### config.mk
export PLATFORM = sky130hd
export DESIGN_NAME = frame_crc_engine
export DESIGN_NICKNAME = d
export VERILOG_FILES = /design/src/rtl/crc_pkg.sv /design/src/rtl/crc_byte_step.sv /design/src/rtl/crc_finalize.sv /design/src/rtl/crc_serdes.sv /design/src/rtl/frame_crc_engine.sv
export SDC_FILE = /design/constraint.sdc
export NUM_CORES = 1
export LEC_CHECK = 0
export ABC_AREA = 1
export ABC_CLOCK_PERIOD_IN_PS = 4200
export BUFFER_PORTS_ARGS = -buffer_cell sky130_fd_sc_hd__buf_4
export CAP_MARGIN = 20
export CORE_MARGIN = 2
export CORE_UTILIZATION = 50
export CTS_CLUSTER_SIZE = 14
export DETAILED_ROUTE_END_ITERATION = 16
export HOLD_SLACK_MARGIN = 0.1
export MAX_ROUTING_LAYER = met4
export PLACE_DENSITY = 0.78
export SLEW_MARGIN = 0
export SYNTH_ARGS = -nofsm -noshare
export SYNTH_HDL_FRONTEND = slang
export SYNTH_SLANG_ARGS = --single-unit
export TNS_END_PERCENT = 10
### constraint.sdc
create_clock -name clk_i -period 4.2 [get_ports clk_i]
set_input_delay 0.84 -clock clk_i [delete_from_list [all_inputs] [get_ports clk_i]]
set_output_delay 0.84 -clock clk_i [all_outputs]
set_load 0.1 [all_outputs]
### src/rtl/crc_pkg.sv
package crc_pkg;
  localparam int unsigned MAX_W   = 32;
  localparam int unsigned BYTE_W  = 8;
  localparam int unsigned MAX_NB  = MAX_W / BYTE_W;
  localparam int unsigned CNT_W   = $clog2(MAX_NB + 1);

  typedef enum logic [1:0] {
    CW8  = 2'd0,
    CW16 = 2'd1,
    CW24 = 2'd2,
    CW32 = 2'd3
  } crc_width_e;
endpackage

### src/rtl/crc_byte_step.sv
// One byte folded into a top-aligned CRC register, eight unrolled shift steps.
module crc_byte_step #(
  parameter int unsigned W = 32
) (
  input  logic [W-1:0] crc_i,
  input  logic [W-1:0] poly_i,
  input  logic [7:0]   data_i,
  input  logic         lsb_first_i,
  output logic [W-1:0] crc_o
);
  for (genvar g = 0; g < 8; g++) begin : g_bit
    logic [W-1:0] prev;
    logic [W-1:0] nxt;
    logic         din;
    logic         fb;
    if (g == 0) begin : g_first
      assign prev = crc_i;
    end else begin : g_chain
      assign prev = g_bit[g-1].nxt;
    end
    assign din = lsb_first_i ? data_i[g] : data_i[7-g];
    assign fb  = prev[W-1] ^ din;
    assign nxt = {prev[W-2:0], 1'b0} ^ (fb ? poly_i : '0);
  end

  assign crc_o = g_bit[7].nxt;
endmodule

### src/rtl/crc_finalize.sv
// Top-aligned register -> reflected/masked value -> bytes in send order (byte 0 low).
module crc_finalize #(
  parameter int unsigned W     = 32,
  parameter int unsigned CNT_W = 3
) (
  input  logic [W-1:0]     crc_a_i,
  input  logic [4:0]       align_i,
  input  logic [CNT_W-1:0] nbytes_i,
  input  logic [W-1:0]     xorout_i,
  input  logic             bitrev_i,
  input  logic             lsbyte_first_i,
  output logic [W-1:0]     ordered_o
);
  localparam int unsigned NB = W / 8;

  logic [W-1:0] mask;
  logic [W-1:0] plain;
  logic [W-1:0] refl;
  logic [W-1:0] fin;

  assign mask  = {W{1'b1}} >> align_i;
  assign plain = crc_a_i >> align_i;

  // full-width reversal of the top-aligned register is the width-wide reversal, low-aligned
  always_comb begin
    refl = '0;
    for (int i = 0; i < int'(W); i++) refl[i] = crc_a_i[W-1-i];
  end

  assign fin = (bitrev_i ? refl : plain) ^ (xorout_i & mask);

  always_comb begin
    ordered_o = '0;
    for (int k = 0; k < int'(NB); k++) begin
      if (k < int'(nbytes_i)) begin
        if (lsbyte_first_i) ordered_o[8*k +: 8] = fin[8*k +: 8];
        else                ordered_o[8*k +: 8] = fin[8*(int'(nbytes_i)-1-k) +: 8];
      end
    end
  end
endmodule

### src/rtl/crc_serdes.sv
// Emits a captured CRC byte by byte, or compares incoming bytes against it.
module crc_serdes #(
  parameter int unsigned W     = 32,
  parameter int unsigned CNT_W = 3
) (
  input  logic             clk_i,
  input  logic             rst_ni,
  input  logic             init_i,
  input  logic             cap_emit_i,
  input  logic             cap_check_i,
  input  logic [W-1:0]     value_i,
  input  logic [CNT_W-1:0] nbytes_i,
  input  logic             data_valid_i,
  input  logic [7:0]       data_i,
  output logic             checking_o,
  output logic [7:0]       byte_o,
  output logic             byte_valid_o,
  output logic             done_o,
  output logic             pass_o,
  output logic             err_o
);
  logic [W-1:0]     sh_q;
  logic [CNT_W-1:0] cnt_q;
  logic             chk_q;
  logic             miss_q;
  logic             done_q;
  logic             pass_q;
  logic             err_q;

  logic cap, active, step_emit, step_chk, mis_now, last, fail_now;

  assign cap       = cap_emit_i | cap_check_i;
  assign active    = (cnt_q != '0);
  assign step_emit = !cap && !init_i && active && !chk_q;
  assign step_chk  = !cap && !init_i && active && chk_q && data_valid_i;
  assign mis_now   = (data_i != sh_q[7:0]);
  assign last      = (cnt_q == CNT_W'(1));
  assign fail_now  = step_chk && last && (miss_q || mis_now);

  always_ff @(posedge clk_i or negedge rst_ni) begin
    if (!rst_ni) begin
      sh_q   <= '0;
      cnt_q  <= '0;
      chk_q  <= 1'b0;
      miss_q <= 1'b0;
      done_q <= 1'b0;
      pass_q <= 1'b0;
    end else begin
      done_q <= 1'b0;
      if (cap) begin
        sh_q   <= value_i;
        cnt_q  <= nbytes_i;
        chk_q  <= cap_check_i;
        miss_q <= 1'b0;
      end else if (init_i) begin
        cnt_q <= '0;
      end else if (step_emit) begin
        sh_q  <= sh_q >> 8;
        cnt_q <= cnt_q - CNT_W'(1);
      end else if (step_chk) begin
        sh_q   <= sh_q >> 8;
        cnt_q  <= cnt_q - CNT_W'(1);
        miss_q <= miss_q | mis_now;
        if (last) begin
          done_q <= 1'b1;
          pass_q <= !(miss_q || mis_now);
        end
      end
    end
  end

  always_ff @(posedge clk_i or negedge rst_ni) begin
    if (!rst_ni)       err_q <= 1'b0;
    else if (init_i)   err_q <= 1'b0;
    else if (fail_now) err_q <= 1'b1;
  end

  assign checking_o   = active && chk_q;
  assign byte_valid_o = active && !chk_q;
  assign byte_o       = sh_q[7:0];
  assign done_o       = done_q;
  assign pass_o       = pass_q;
  assign err_o        = err_q;


  err_sticky_chk: assert property (@(posedge clk_i) disable iff (!rst_ni)
    err_q && !init_i |=> err_q);

  err_clear_chk: assert property (@(posedge clk_i) disable iff (!rst_ni)
    init_i |=> !err_q);

  err_rise_chk: assert property (@(posedge clk_i) disable iff (!rst_ni)
    $rose(err_q) |-> done_q && !pass_q);

  done_src_chk: assert property (@(posedge clk_i) disable iff (!rst_ni)
    done_q |-> $past(chk_q && data_valid_i));
endmodule

### src/rtl/frame_crc_engine.sv
module frame_crc_engine
  import crc_pkg::*;
#(
  parameter logic [31:0] DFLT_POLY32 = 32'h04C1_1DB7
) (
  input  logic        clk_i,
  input  logic        rst_ni,
  input  logic        init_i,
  input  logic        data_valid_i,
  input  logic [7:0]  data_i,
  input  logic        emit_i,
  input  logic        check_i,
  input  logic [1:0]  cfg_width_i,
  input  logic [31:0] cfg_poly_i,
  input  logic [31:0] cfg_init_i,
  input  logic [31:0] cfg_xorout_i,
  input  logic        cfg_lsb_first_i,
  input  logic        cfg_bitrev_i,
  input  logic        cfg_lsbyte_first_i,
  output logic [7:0]  crc_byte_o,
  output logic        crc_valid_o,
  output logic        done_o,
  output logic        pass_o,
  output logic        err_o
);
  localparam int unsigned W = MAX_W;

  crc_width_e       width;
  logic [1:0]       pad_bytes;
  logic [4:0]       align;
  logic [CNT_W-1:0] nbytes;
  logic [W-1:0]     poly_eff, poly_a, init_a;
  logic [W-1:0]     crc_q, base, stepped, nxt, ordered;
  logic             checking, fold;

  assign width     = crc_width_e'(cfg_width_i);
  assign pad_bytes = 2'd3 - cfg_width_i;
  assign align     = {pad_bytes, 3'b000};
  assign nbytes    = CNT_W'(cfg_width_i) + CNT_W'(1);

  assign poly_eff = (width == CW32 && cfg_poly_i == '0) ? DFLT_POLY32 : cfg_poly_i;
  assign poly_a   = poly_eff << align;
  assign init_a   = cfg_init_i << align;

  assign fold = data_valid_i && !checking;
  assign base = init_i ? init_a : crc_q;

  crc_byte_step #(.W(W)) u_step (
    .crc_i       (base),
    .poly_i      (poly_a),
    .data_i      (data_i),
    .lsb_first_i (cfg_lsb_first_i),
    .crc_o       (stepped)
  );

  assign nxt = fold ? stepped : base;

  always_ff @(posedge clk_i or negedge rst_ni) begin
    if (!rst_ni) crc_q <= '0;
    else         crc_q <= nxt;
  end

  crc_finalize #(.W(W), .CNT_W(CNT_W)) u_fin (
    .crc_a_i        (nxt),
    .align_i        (align),
    .nbytes_i       (nbytes),
    .xorout_i       (cfg_xorout_i),
    .bitrev_i       (cfg_bitrev_i),
    .lsbyte_first_i (cfg_lsbyte_first_i),
    .ordered_o      (ordered)
  );

  crc_serdes #(.W(W), .CNT_W(CNT_W)) u_ser (
    .clk_i        (clk_i),
    .rst_ni       (rst_ni),
    .init_i       (init_i),
    .cap_emit_i   (emit_i),
    .cap_check_i  (check_i),
    .value_i      (ordered),
    .nbytes_i     (nbytes),
    .data_valid_i (data_valid_i),
    .data_i       (data_i),
    .checking_o   (checking),
    .byte_o       (crc_byte_o),
    .byte_valid_o (crc_valid_o),
    .done_o       (done_o),
    .pass_o       (pass_o),
    .err_o        (err_o)
  );


  init_load_chk: assert property (@(posedge clk_i) disable iff (!rst_ni)
    init_i && !fold |=> crc_q == $past(init_a));

  idle_hold_chk: assert property (@(posedge clk_i) disable iff (!rst_ni)
    !init_i && !data_valid_i |=> $stable(crc_q));

  check_nofold_chk: assert property (@(posedge clk_i) disable iff (!rst_ni)
    checking && !init_i |=> $stable(crc_q));
endmodule

==> impl_metrics.csv, run 1 <==
group,metric,value,unit
run_status,status,"finished, violations left",
run_status,violations,"negative setup slack",
setup_path,cpPeakStageDelay,170,ps
drt,num_vias,18711,
synth,synth-edff-count,0,
sta,setup_violations,63,
power_and_ir_drop,combPwrFrac,86.3,%
power_and_ir_drop,power_leakage,10.5,nW
clocking,cts_hold_buffers,0,
synth,async_flop_share,100,%
clocking,worstSkewPairLatency,350,ps
sta,finalCritPeriodShare,128,%
clocking,cts_root_buf,"clkbuf_16",
floorplanning,core.rowCount,60,
final_layout,fillCellCount,2408,
clocking,cts.path.max_buffers,2,
final_layout,syn_to_final_growth,38.5,%
clocking,cts_sinks,72,
grt,track_usage,42.3,%
synth,syn_area,13500,sq um
power_and_ir_drop,clkPwrFrac,6.6,%
placed_design,io_buffers,126,
synth,synth_cells,2547,
synth,yosys.area.top_type_share,27.8,%
final_layout,seq_area,1800,sq um
setup_path,reg2reg_from,"crc_q[29]",
grt,grt_overflow_total,0,
setup_path,reg2reg_depth,39,
setup_path,crit_top_cell,"nand2_1",
power_and_ir_drop,p_per_area,721,nW/um^2
setup_path,crit_type,"input pin to register",
final_layout,drive_above_1_share,28.1,%
final_layout,instances_no_fill,3272,
grt,grt_pass1_vias,16874,
drt,drt_iter0_drc,2145,
setup_path,crit_fanout,8,
sta,worst_slack,-1160,ps
synth,yosysUniqueCellTypes,47,
setup_path,crit_path_start_kind,"input pin",
placed_design,preCtsSetupSlack,-1590,ps
final_layout,layout_commonest_cell,"nand2_1",
setup_path,worstPathArrival,5630,ps
power_and_ir_drop,seqPwrFrac,7.1,%
grt,antenna_found_initial,1,
final_layout,mostFrequentLayoutCells,"nand2_1, buf_4, nand3_1",
sta,worst_pin_slew,1070,ps
drt,drtAntennaViolNets,0,
sta,fin_crit,5360,ps
setup_path,required,4470,ps
hold_path,hold_end,"u_ser.sh_q[25]",
synth,syn_nets,2670,
sta,rsz0062_at_grt,"true",
clocking,htree_num_levels,3,
final_layout,final_area,18700,sq um
power_and_ir_drop,power,13.4,mW
synth,seq_area_frac_synth,13.4,%
hold_path,min_from,"u_ser.sh_q[25]",
sta,skew,9.75,ps
synth,syn_area_per_cell,5.29,sq um
synth,synth-seq-cells,72,
floorplanning,design.core.area,26700,sq um
drt,wl_per_cell,18.7,um
power_and_ir_drop,vdd_drop_max,451,uV
drt,dr.pass1.iters,8,
clocking,cts_buffers,9,
setup_path,ff2ff_setup_slack,-700,ps
sta,clock.fmax,187,MHz
power_and_ir_drop,swShare,55.8,%
final_layout,utilization,69.8,%
clocking,clkTransAtPathRegs,70,ps
hold_path,holdPathStages,2,
synth,synth_area_leader_cell,"nand2_1",
floorplanning,start_util,50.4,%
placed_design,dp_hpwl,46100,um
floorplanning,ios,127,
hold_path,hold_path_class,"register to register",
power_and_ir_drop,power.switching,7.50,mW
floorplanning,die_height,168,um
placed_design,dpl.cell_count,3218,
placed_design,placedInstanceArea,16800,sq um
drt,drc,0,
grt,grt_max_degree,73,
drt,routed_wl,61200,um
job,maxCapViolations,0,
floorplanning,die-area,28300,sq um
floorplanning,die_x,168,um
sta,final_max_slew_viol_count,0,
grt,grt_pass1_wl,90900,um
setup_path,slowest_stage,"nor2_4",
sta,hold_viol_final,0,
drt,via_per_inst,5.72,
clocking,cts_tree,"built",
setup_path,startpoint,"cfg_poly_i[18]",
synth,yosys_warnings,0,
placed_design,gp_congestion,1.10,
setup_path,end_kind,"register",
power_and_ir_drop,intPower,5.95,mW
setup_path,timing.rr.end,"u_ser.sh_q[11]",
synth,yosys_most_used_dff,"dfrtp_1",
final_layout,nNetsFinal,3048,
final_layout,multiInputGateArea,10800,sq um
synth,synthTopCellsByArea,"nand2_1, nand3_1, dfrtp_1, inv_1, xor2_1",
sta,slew_headroom,28.5,%
## worst max-delay path by stage
stage                     endpoint  slack, ps  cells past startpoint
floorplan           u_ser.sh_q[15]       -400                     45
global placement    u_ser.sh_q[25]      -1440                     44
detailed placement   u_ser.sh_q[3]      -1590                     42
CTS                 u_ser.sh_q[13]       -930                     46
global route        u_ser.sh_q[15]      -1450                     49
finish              u_ser.sh_q[11]      -1160                     46
## power by group through the flow
stage	Combinational, mW	Clock [mW]	Sequential [mW]
floorplan	6.52	0	0.956
global placement	9.28	0	0.960
detailed placement	9.49	0	0.966
CTS	10.2	0.879	0.953
global route	12.5	0.904	0.970
finish	11.6	0.881	0.956
## final cells by class
type,count,share of cell area (%)
tap,341,2.29
sequential,72,9.66
antenna,1,0.0134
inverter,322,6.59
timing repair buffer,495,21.6
clock buffer,10,1.28
clock inverter,6,0.490
multi-input combinational,2025,58.1
## state kept, by name, summed over array words and instances (netlist names)
register      count
u_ser.miss_q      1
u_ser.err_o       1
crc_q            32
u_ser.chk_q       1
u_ser.sh_q       32
u_ser.pass_o      1
u_ser.cnt_q       3
u_ser.done_o      1
## worst max-delay path, delay by kind of cell
family | cells | cell delay [ps]
AO/OA/AOI/OAI | 1 | 140
AND/OR/NAND/NOR | 37 | 3750
buffers and inverters | 8 | 880
## synthesized netlist by cell type (6+ instances only)
cell type	number
clkbuf_1	41
o21ai_0	94
a21boi_1	7
dfrtp_1	72
buf_2	50
o21ai_1	6
xor2_1	85
ha_1	8
or2_2	9
and2_1	11
o21a_1	11
nand4_1	6
o211ai_1	19
nand2_1	998
buf_6	15
nand3_1	436
nand2_2	14
buf_4	10
inv_2	18
clkinv_1	9
xnor2_1	48
nor2_1	160
nand3_2	21
inv_1	295
a21oi_1	36
a21oi_2	9
buf_1	12
## per-layer routing
layer | share of wire, % | global-route usage (%) | vias to the layer above | routed length, um
li1 | - | - | 8734 | -
met1 | 37 | 50.9 | 8591 | 22800
met2 | 45 | 67.9 | 1085 | 27500
met3 | 9.6 | 5.01 | 301 | 5850
met4 | 8.1 | 26.2 | 0 | 4980
met5 | 0 | - | - | 0
## logic make-up after synthesis
kind of cell / count (synthesis) / share of synthesized area, %
compound gates: 204 / 9.11
xor+xnor: 135 / 9.06
fa+ha+maj: 8 / 0.743
buf+inv: 452 / 14.4
flops: 72 / 13.4
simple gates: 1676 / 53.3
## through the flow
step,hold slack (ps),setup TNS [ps]
2_1_floorplan,444,-11250
3_3_place_gp,459,-58610
3_5_place_dp,462,-68890
4_1_cts,480,-29330
5_1_grt,497,-56480
6_report,471,-40210
## repair_timing
action                                  in CTS  in global routing
gates resized for setup                    119                158
cloned                                       3                  6
endpoints found under the setup margin      64                 64
pin swaps                                   30                 69
setup buffers                                7                 21
(Power assumes the default switching activity.)
==> inputs of run 2 (changes only) <==
- CELL_PAD_IN_SITES_DETAIL_PLACEMENT: unset -> 1
- CELL_PAD_IN_SITES_GLOBAL_PLACEMENT: unset -> 1
- CORE_UTILIZATION: 50 -> 42
- PLACE_DENSITY: 0.78 -> 0.93
==> run 2 against run 1 <==
Net effect:
- area after synthesis unchanged
- the flow now stops in global routing
- synthesized cell count unchanged
==> impl_metrics.csv, run 2 <==
group,metric,value,unit
run_status,status,"stopped before the end",
run_status,lastStage,"global routing",
run_status,error_line,"[ERROR GRT-0116] Global routing finished with congestion. Check the congestion regions in the DRC Viewer.",
placed_design,dpl.cell_count,3281,
grt,grt_overflow_total,124,
synth,synth_cells,2547,
clocking,cts.path.max_buffers,2,
synth,yosysUniqueCellTypes,47,
floorplanning,start_util,42.7,%
synth,synth-seq-cells,72,
placed_design,gp_congestion,1.06,
synth,synth-edff-count,0,
synth,synth_fa_ha_area_share,0.743,%
grt,grt_max_degree,73,
floorplanning,die_height,183,um
synth,ys_top_cells_by_count,"nand2_1, nand3_1, inv_1",
synth,yosys_warnings,0,
grt,grt_pass1_vias,28156,
clocking,cts_root_buf,"clkbuf_16",
grt,track_usage,79.1,%
synth,seq_area_frac_synth,13.4,%
floorplanning,ios,127,
synth,synth_simple_gate_area_share,53.3,%
placed_design,preCtsSetupSlack,-2150,ps
clocking,cts_buffers,9,
placed_design,dp_hpwl,62100,um
synth,synth_compound_area_share,9.11,%
clocking,htree_num_levels,3,
synth,synth_area_leader_cell,"nand2_1",
synth,muxShareOfSynthArea,0,%
synth,synth.most_common_cell,"nand2_1",
synth,yosys.area.top_type_share,27.8,%
synth,syn_nets,2670,
floorplanning,die_x,183,um
synth,syn_area,13500,sq um
clocking,cts_sinks,72,
floorplanning,core.rowCount,65,
synth,syn_area_per_cell,5.29,sq um
grt,grt_pass1_wl,193000,um
synth,async_flop_share,100,%
placed_design,io_buffers,126,
clocking,cts_hold_buffers,0,
synth,yosys_most_used_dff,"dfrtp_1",
synth,synth_top_family_by_area,"simple AND/OR/NAND/NOR gates",
synth,synthTopCellsByArea,"nand2_1, nand3_1, dfrtp_1, inv_1, xor2_1",
synth,synth_xor_area_share,9.06,%
==> run 2: cell counts after synthesis <==
Identical to the previous run, type by type.
==> run 2: routing by layer <==
layer	overflow	GRT usage [%]
met2	62	94.4
met5	-	-
met1	1	79.0
met4	61	80.2
met3	0	58.6
==> run 2: cells by family after synthesis <==
logic type,after synthesis
AOI/OAI and AO/OA,204
DFF,72
and+or+nand+nor,1676
buffers and inverters,452
adders and majority gates,8
xor gates and xnor gates,135
==> run 2: metrics by stage <==
stage | hold slack [ps] | utilization [%] | area [sq um]
after floorplan | 444 | - | 13600
after detailed placement | 473 | 53.5 | 16900
after CTS | 516 | 63.5 | 20000
after global placement | 462 | 53.5 | 16900
==> run 2: repair_timing <==
item / in CTS
cloned: 7
pin swaps: 198
endpoints found under the setup margin: 64
endpoints found under the hold margin: 0
setup buffers: 50
gates resized for setup: 566
==> inputs of run 3 (changes only) <==
- CELL_PAD_IN_SITES_DETAIL_PLACEMENT: 1 -> unset
- CELL_PAD_IN_SITES_GLOBAL_PLACEMENT: 1 -> unset
- CORE_UTILIZATION: 42 -> 35
- CTS_CLUSTER_SIZE: 14 -> unset
- HOLD_SLACK_MARGIN: 0.1 -> unset
- MAX_ROUTING_LAYER: met4 -> unset
- PLACE_DENSITY: 0.93 -> unset
- PLACE_DENSITY_LB_ADDON: unset -> 0.15
==> run 3 against run 2 <==
Net effect:
- the flow now finishes, with violations (negative setup slack)
==> impl_metrics.csv, run 3 (synthesis results as in run 1) <==
group,metric,value,unit
run_status,status,"finished, violations left",
run_status,violations,"negative setup slack",
grt,grt_pass1_vias,17225,
hold_path,hold_path_class,"register to register",
power_and_ir_drop,power_leakage,10.9,nW
sta,slew_headroom,31.3,%
clocking,worstSkewPairLatency,350,ps
setup_path,crit_type,"input pin to register",
final_layout,seq_area,1800,sq um
final_layout,top_regs,"crc_q x32, u_ser.sh_q x32, u_ser.cnt_q x3",
clocking,cts_sinks,72,
sta,tns,-36420,ps
setup_path,crit_path_start_kind,"input pin",
clocking,cts_tree,"built",
clocking,cts.path.max_buffers,2,
clocking,cts_root_buf,"clkbuf_16",
final_layout,final_area,19700,sq um
floorplanning,die_x,200,um
clocking,htree_num_levels,3,
sta,clock.fmax,190,MHz
setup_path,cpPeakStageDelay,230,ps
sta,fin_crit,5280,ps
placed_design,placedInstanceArea,17300,sq um
drt,drt_iter0_drc,1501,
grt,antenna_found_initial,0,
sta,worst_slack,-1080,ps
power_and_ir_drop,vdd_drop_max,429,uV
floorplanning,die-area,40100,sq um
sta,rsz0062_at_grt,"true",
grt,track_usage,30.6,%
final_layout,drive_above_1_share,31.9,%
floorplanning,ios,127,
floorplanning,start_util,35.7,%
sta,finalCritPeriodShare,126,%
setup_path,required,4430,ps
drt,routed_wl,63800,um
drt,num_vias,18234,
drt,via_per_inst,5.24,
setup_path,ff2ff_setup_slack,-600,ps
placed_design,io_buffers,126,
final_layout,multiInputGateArea,11200,sq um
drt,drc,0,
placed_design,dp_hpwl,49200,um
sta,hold_viol_final,0,
setup_path,worstPathArrival,5510,ps
final_layout,mostFrequentLayoutCells,"nand2_1, buf_4, nand3_1",
floorplanning,die_height,200,um
final_layout,syn_to_final_growth,45.9,%
placed_design,gp_congestion,0.982,
setup_path,slowest_stage,"and2_4",
sta,final_max_slew_viol_count,0,
grt,grt_overflow_total,0,
grt,grt_pass1_wl,96600,um
drt,wl_per_cell,18.3,um
final_layout,layout_commonest_cell,"nand2_1",
final_layout,diodes,0,
setup_path,crit_fanout,16,
sta,setup_violations,62,
sta,skew,10.2,ps
power_and_ir_drop,p_per_area,721,nW/um^2
clocking,cts_buffers,9,
final_layout,nNetsFinal,3090,
grt,grt_max_degree,73,
setup_path,end_kind,"register",
sta,worst_pin_slew,1030,ps
job,maxCapViolations,0,
drt,dr.pass1.iters,7,
floorplanning,design.core.area,37800,sq um
clocking,clkTransAtPathRegs,70,ps
final_layout,fillCellCount,3935,
floorplanning,core.rowCount,71,
drt,drtAntennaViolNets,0,
-- run 3: worst max-delay path: cells and delay by family --
family	cells	cell delay (ps)
XOR/XNOR	2	360
AND/OR/NAND/NOR	26	2680
buffers and inverters	10	1290
AO/OA/AOI/OAI	3	290
-- run 3: layer usage --
layer  routed length [um]  track usage, %
met5                    0               0
met4                 3290            14.8
met3                 4410            2.86
met2                29600            51.6
met1                26400            39.3
-- run 3: metrics by stage --
stage	std cells	hold WS [ps]	util, %	setup slack, ps	power (mW)
finish	3483	473	52.0	-1080	14.2
global route	3483	504	52.0	-1380	15.2
CTS	3468	477	50.2	-903	13.1
detailed placement	3416	460	45.7	-1690	10.5
global placement	3416	462	45.7	-1680	10.4
floorplan	2547	444	-	-404	7.48
-- run 3: final cells by class --
| type | count | area share (%) |
|---|---|---|
| repair buffers | 536 | 22.8 |
| flip-flops and latches | 72 | 9.17 |
| multi-input cells | 2025 | 56.9 |
| repair inverters | 1 | 0.0382 |
| clock buffers | 11 | 1.18 |
| inverters | 322 | 6.23 |
| clock inverters | 5 | 0.414 |
| well taps | 511 | 3.25 |
-- run 3: worst paths after layout --
path | cells after the start | start | to
worst min register to register | 2 | u_ser.sh_q[28] | u_ser.sh_q[28]
min in group asynchronous | 1 | rst_ni | u_ser.cnt_q[0]
max in group asynchronous | 1 | rst_ni | crc_q[14]
worst min-delay path | 2 | u_ser.sh_q[28] | u_ser.sh_q[28]
worst max register to register | 35 | crc_q[29] | u_ser.sh_q[3]
worst max-delay path | 41 | cfg_width_i[0] | u_ser.sh_q[3]
-- run 3: power breakdown --
part | switching, mW | total (mW) | leakage (nW) | internal [mW]
registers | 0.0897 | 0.964 | 0.889 | 0.874
clock network | 0.326 | 0.847 | 0.150 | 0.521
logic | 7.31 | 12.4 | 9.82 | 5.05
total | 7.72 | 14.2 | 10.9 | 6.45
-- run 3: repair_timing --
item | in CTS | in global routing
pin swaps | 69 | 86
setup buffers | 31 | 10
setup endpoints to repair | 64 | 64
hold buffers | 0 | 0
gates cloned | 6 | 4
resized for setup | 238 | 137
endpoints found under the hold margin | 0 | 0
